`src/rtl/vx_mul_pkg.sv`:
```
// Package: width helpers shared by the column multiplier modules.
// Assumes operand width n >= 2.
package vx_mul_pkg;

    // Bits needed to hold a column count of up to n ones.
    function automatic int cnt_w(input int n);
        return $clog2(n + 1);
    endfunction

    // Bits needed for a column count plus its incoming carry (always below 2n).
    function automatic int tot_w(input int n);
        return $clog2(2 * n);
    endfunction

endpackage

```
`src/rtl/vx_term_gen.sv`:
```
// Module: vx_term_gen
// Forms every crosswise bit product and files it under its output column.
// Column k gets N slots; slot i holds a[i]&b[k-i] when that index is valid,
// otherwise a constant zero. Purely combinational, all columns in parallel.
module vx_term_gen #(
    parameter int N = 6
) (
    input  logic [N-1:0]           a_op,
    input  logic [N-1:0]           b_op,
    output logic [(2*N-1)*N-1:0]   terms_flat
);
    localparam int COLS = 2 * N - 1;

    for (genvar k = 0; k < COLS; k++) begin : g_col
        for (genvar i = 0; i < N; i++) begin : g_slot
            if ((k - i) >= 0 && (k - i) < N) begin : g_live
                // One crosswise bit product for column k.
                assign terms_flat[k*N + i] = a_op[i] & b_op[k-i];
            end else begin : g_dead
                // Index pair out of range: slot is empty.
                assign terms_flat[k*N + i] = 1'b0;
            end
        end
    end
endmodule

```
`src/rtl/vx_col_count.sv`:
```
// Module: vx_col_count
// Compresses the N single-bit terms of one column into a binary count.
// The adder chain is left to be mapped onto a carry-save compressor tree.
// Assumes at most N terms, so the count fits in cnt_w(N) bits.
module vx_col_count #(
    parameter int N  = 6,
    parameter int CW = vx_mul_pkg::cnt_w(N)
) (
    input  logic [N-1:0]  terms,
    output logic [CW-1:0] count
);
    // Sum the ones present in this column.
    always_comb begin
        logic [CW-1:0] acc;
        acc = '0;
        for (int i = 0; i < N; i++) begin
            acc = acc + CW'(terms[i]);
        end
        count = acc;
    end
endmodule

```
`src/rtl/vx_carry_ripple.sv`:
```
// Module: vx_carry_ripple
// Resolves the column counts from least to most significant column.
// Each total is the column count plus the incoming carry; its low bit is the
// product bit and the rest carries up. The final carry is the top product bit.
// Assumes every count is at most N, so each carry stays below N.
module vx_carry_ripple #(
    parameter int N  = 6,
    parameter int CW = vx_mul_pkg::cnt_w(N),
    parameter int TW = vx_mul_pkg::tot_w(N)
) (
    input  logic [(2*N-1)*CW-1:0] col_cnt_flat,
    output logic [2*N-1:0]        prod_c
);
    localparam int COLS = 2 * N - 1;
    localparam int KW   = TW - 1;

    // Walk the columns, passing the multi-bit carry upward.
    always_comb begin
        logic [KW-1:0] carry;
        logic [TW-1:0] tot;
        carry  = '0;
        tot    = '0;
        prod_c = '0;
        for (int k = 0; k < COLS; k++) begin
            tot       = TW'(col_cnt_flat[k*CW +: CW]) + TW'(carry);
            prod_c[k] = tot[0];
            carry     = tot[TW-1:1];
        end
        prod_c[2*N-1] = carry[0];
    end
endmodule

```
`src/rtl/vx_column_mult.sv`:
```
// Module: vx_column_mult (top)
// Unsigned N x N multiplier built from per-column counts and a multi-bit
// carry chain. REG_OUT=1 adds one output register cleared by synchronous
// active-low reset; REG_OUT=0 leaves the path combinational.
// Assumes N >= 2.
module vx_column_mult #(
    parameter int N       = 6,
    parameter bit REG_OUT = 1'b1
) (
    input  logic           clk,
    input  logic           rst_n,
    input  logic [N-1:0]   a_op,
    input  logic [N-1:0]   b_op,
    output logic [2*N-1:0] product
);
    localparam int COLS = 2 * N - 1;
    localparam int CW   = vx_mul_pkg::cnt_w(N);

    logic [COLS*N-1:0]  terms_flat;
    logic [COLS*CW-1:0] col_cnt_flat;
    logic [2*N-1:0]     prod_c;

    vx_term_gen #(.N(N)) u_terms (
        .a_op       (a_op),
        .b_op       (b_op),
        .terms_flat (terms_flat)
    );

    for (genvar k = 0; k < COLS; k++) begin : g_count
        vx_col_count #(.N(N), .CW(CW)) u_count (
            .terms (terms_flat[k*N +: N]),
            .count (col_cnt_flat[k*CW +: CW])
        );
    end

    vx_carry_ripple #(.N(N), .CW(CW)) u_ripple (
        .col_cnt_flat (col_cnt_flat),
        .prod_c       (prod_c)
    );

    if (REG_OUT) begin : g_reg
        // Capture the resolved product; clear it on reset.
        always_ff @(posedge clk) begin
            if (!rst_n) product <= '0;
            else        product <= prod_c;
        end
    end else begin : g_comb
        // Combinational output.
        assign product = prod_c;
    end
endmodule

```
`config.mk`:
```
export PLATFORM = sky130hd
export DESIGN_NAME = vx_column_mult
export DESIGN_NICKNAME = d
export VERILOG_FILES = /design/src/rtl/vx_mul_pkg.sv /design/src/rtl/vx_term_gen.sv /design/src/rtl/vx_col_count.sv /design/src/rtl/vx_carry_ripple.sv /design/src/rtl/vx_column_mult.sv
export SDC_FILE = /design/constraint.sdc
export NUM_CORES = 1
export LEC_CHECK = 0
export BUFFER_PORTS_ARGS = -buffer_cell sky130_fd_sc_hd__buf_2
export CELL_PAD_IN_SITES_DETAIL_PLACEMENT = 0
export CELL_PAD_IN_SITES_GLOBAL_PLACEMENT = 1
export CORE_MARGIN = 2
export CORE_UTILIZATION = 44
export DETAILED_ROUTE_END_ITERATION = 10
export PLACE_DENSITY_LB_ADDON = 0.2
export REMOVE_ABC_BUFFERS = 1
export SETUP_SLACK_MARGIN = 0.3
export SYNTH_ARGS = -nofsm -noshare
export SYNTH_HDL_FRONTEND = slang
export SYNTH_SLANG_ARGS = --single-unit
```
`constraint.sdc`:
```
create_clock -name clk -period 9.02 [get_ports clk]
set_clock_uncertainty 0.15 [all_clocks]
set_input_delay 0.902 -clock clk [delete_from_list [all_inputs] [get_ports clk]]
set_output_delay 0.902 -clock clk [all_outputs]
set_load 0.02 [all_outputs]
```
==> out/qor.csv <==
metric,value,unit
detail_route.vias_per_cell,4.60,
start_util,45.1,%
grt_overflow,0,
p_comb_share,58.1,%
hold_end,product[0]$_SDFF_PN0_,
cts_tree,done,
grt_max_degree,12,
grtUsageTotal,15.7,%
dp.cells,238,
mappedNetlistArea,1630,um2
grt_antenna_before_repair,0,
synth_cell_types,15,
min_from,a_op[0],
clk_pin_slew,0.05,ns
syn_to_final_growth,13.7,%
layout_commonest_cell,ha_1,
end_kind,flip-flop,
switchingPower,0.000110,W
grt_pass1_vias,1186,
p_clk_share,16.5,%
crit_fanout,6,
start_kind,primary input,
initialDrtViolationCount,31,
drt_wl_total,2730,um
detail-route-antenna-nets,0,
top_register,product,
drt_pass1_iterations,3,
hold_viol_final,0,
dieArea,4200,um2
cp.arrival,7.88,ns
critPathTopFamily,adder cells,
seq_area_frac_synth,14.8,%
cap_viol_max_count,0,
min_path_cells,2,
hold_slack,0.806,ns
cts_setup_buffers,0,
setup_violations,0,
drv_slew,0,
largest_reg_flops,12,
yosys_warnings,0,
max_freq,127,MHz
grt_pass1_wl,5110,um
gp_congestion,0.788,
crit_buf_inv,5,
io_buffers,25,
tightest_slew,0.260,ns
synth_seq_cells,12,
worst_ep_required_time,9.04,ns
yosysTopAreaCell,ha_1,
cpPeakStageDelay,0.54,ns
numClockSinks,12,
multi_input_area,1280,um2
largest_registers,product x12,
switching_share,39.5,%
drt-met1-wl,1330,um
outcome,completed,
finalPower,0.000278,W
leakage,1.16,nW
clockBufferDepth,2,
layout.cells.most_common_list,"ha_1 (37), and2_1 (34), inv_1 (28)",
pwr-share-seq,25.4,%
drive_gt1_share,15.0,%
pre_cts_ws,0.891,ns
setup_tns,0,ns
ir_worst_vdd,45.4,uV
synth_area_leaders,"ha_1 (28%), fa_1 (23%), dfxtp_1 (15%), and2_1 (13%), inv_1 (6.5%)",
seqCellArea,240,um2
cts_hold_buf,0,
cts_max_level,1,
core_area,3610,um2
fp-row-count,22,
ctsResizeCount,0,
hold_class,primary input to flip-flop,
n_fill_cell,336,
rsz0062_at_grt,no,
cp_common_cell,fa_1,
critPathSlowestCell,fa_1,
highest_layer,met4,
num_vias,1109,
crit_start,b_op[2],
numCtsBuffers,3,
slew_headroom,82.6,%
hpwl,2490,um
diodes,0,
layout_min_cycle_time,7.86,ns
syn_inst,166,
drc,0,
wl_met2,1270,um
synth_top_area_share,28.5,%
chipWidth,64.8,um
p_per_area,150,nW/um2
die_height,64.8,um
boundaryPins,26,
period_share,87.1,%
wl_met3,85,um
instances_no_fill,241,
avgSynthCellArea,9.80,um2
p_int,0.000168,W
nNetsFinal,265,
path_class,primary input to flip-flop,
routedWlPerCell,11.3,um
clock-root-buffer,clkbuf_8,
layout_setup_ws,1.16,ns
-- synth_stat cells --
library cell   n
xor2_1         6
a21oi_2        1
and2_1        34
a21o_1        11
inv_1         28
ha_1          37
nand3_1        2
nor2_1         1
and3_1         2
xnor2_1        1
clkbuf_1       1
fa_1          19
nand2_1       10
a21oi_1        1
dfxtp_1       12
-- layer usage --
| metal | vias to the layer above | GRT usage (%) |
|---|---|---|
| li1 | 576 | - |
| met1 | 509 | 20.6 |
| met2 | 19 | 26.7 |
| met3 | 5 | 1.39 |
| met4 | 0 | 6.38 |
| met5 | - | 0 |
-- power groups by stage --
stage,logic [W],registers [W],clock network (W)
2_1_floorplan,0.0000926,0.0000915,0
3_3_place_gp,0.000162,0.0000716,0
3_5_place_dp,0.000163,0.0000718,0
4_1_cts,0.000166,0.0000707,0.0000479
5_1_grt,0.000190,0.0000718,0.0000501
6_report,0.000161,0.0000706,0.0000459
-- layout make-up --
type                            instances  area share (%)
Clock buffer                            3            2.23
Multi-Input combinational cell        125            69.1
Inverter                               28            5.68
Sequential cell                        12            13.0
Tap cell                               48            3.25
Timing Repair Buffer                   25            6.77
-- worst max path at each step --
| stage | endpoint | slack [ns] | cells after the start |
|---|---|---|---|
| floorplan | product[11]$_SDFF_PN0_ | 1.42 | 26 |
| global placement | product[11]$_SDFF_PN0_ | 0.96 | 27 |
| detailed placement | product[11]$_SDFF_PN0_ | 0.89 | 27 |
| CTS | product[11]$_SDFF_PN0_ | 1.12 | 27 |
| global route | product[11]$_SDFF_PN0_ | 0.80 | 27 |
| finish | product[11]$_SDFF_PN0_ | 1.16 | 27 |
-- cells by family after synthesis --
| kind of cell | after synthesis | share of synthesized area, % |
|---|---|---|
| fa+ha+maj | 56 | 51.8 |
| flops | 12 | 14.8 |
| simple gates | 49 | 17.0 |
| compound gates | 13 | 5.92 |
| buf+inv | 29 | 6.69 |
| xor+xnor | 7 | 3.77 |
-- stage by stage --
stage,cell area (um2),util [%]
global route,1850,51.3
floorplan,1620,-
CTS,1850,51.3
global placement,1810,50.1
finish,1850,51.3
detailed placement,1810,50.1
Note: power is estimated with default switching activity, not from simulation.
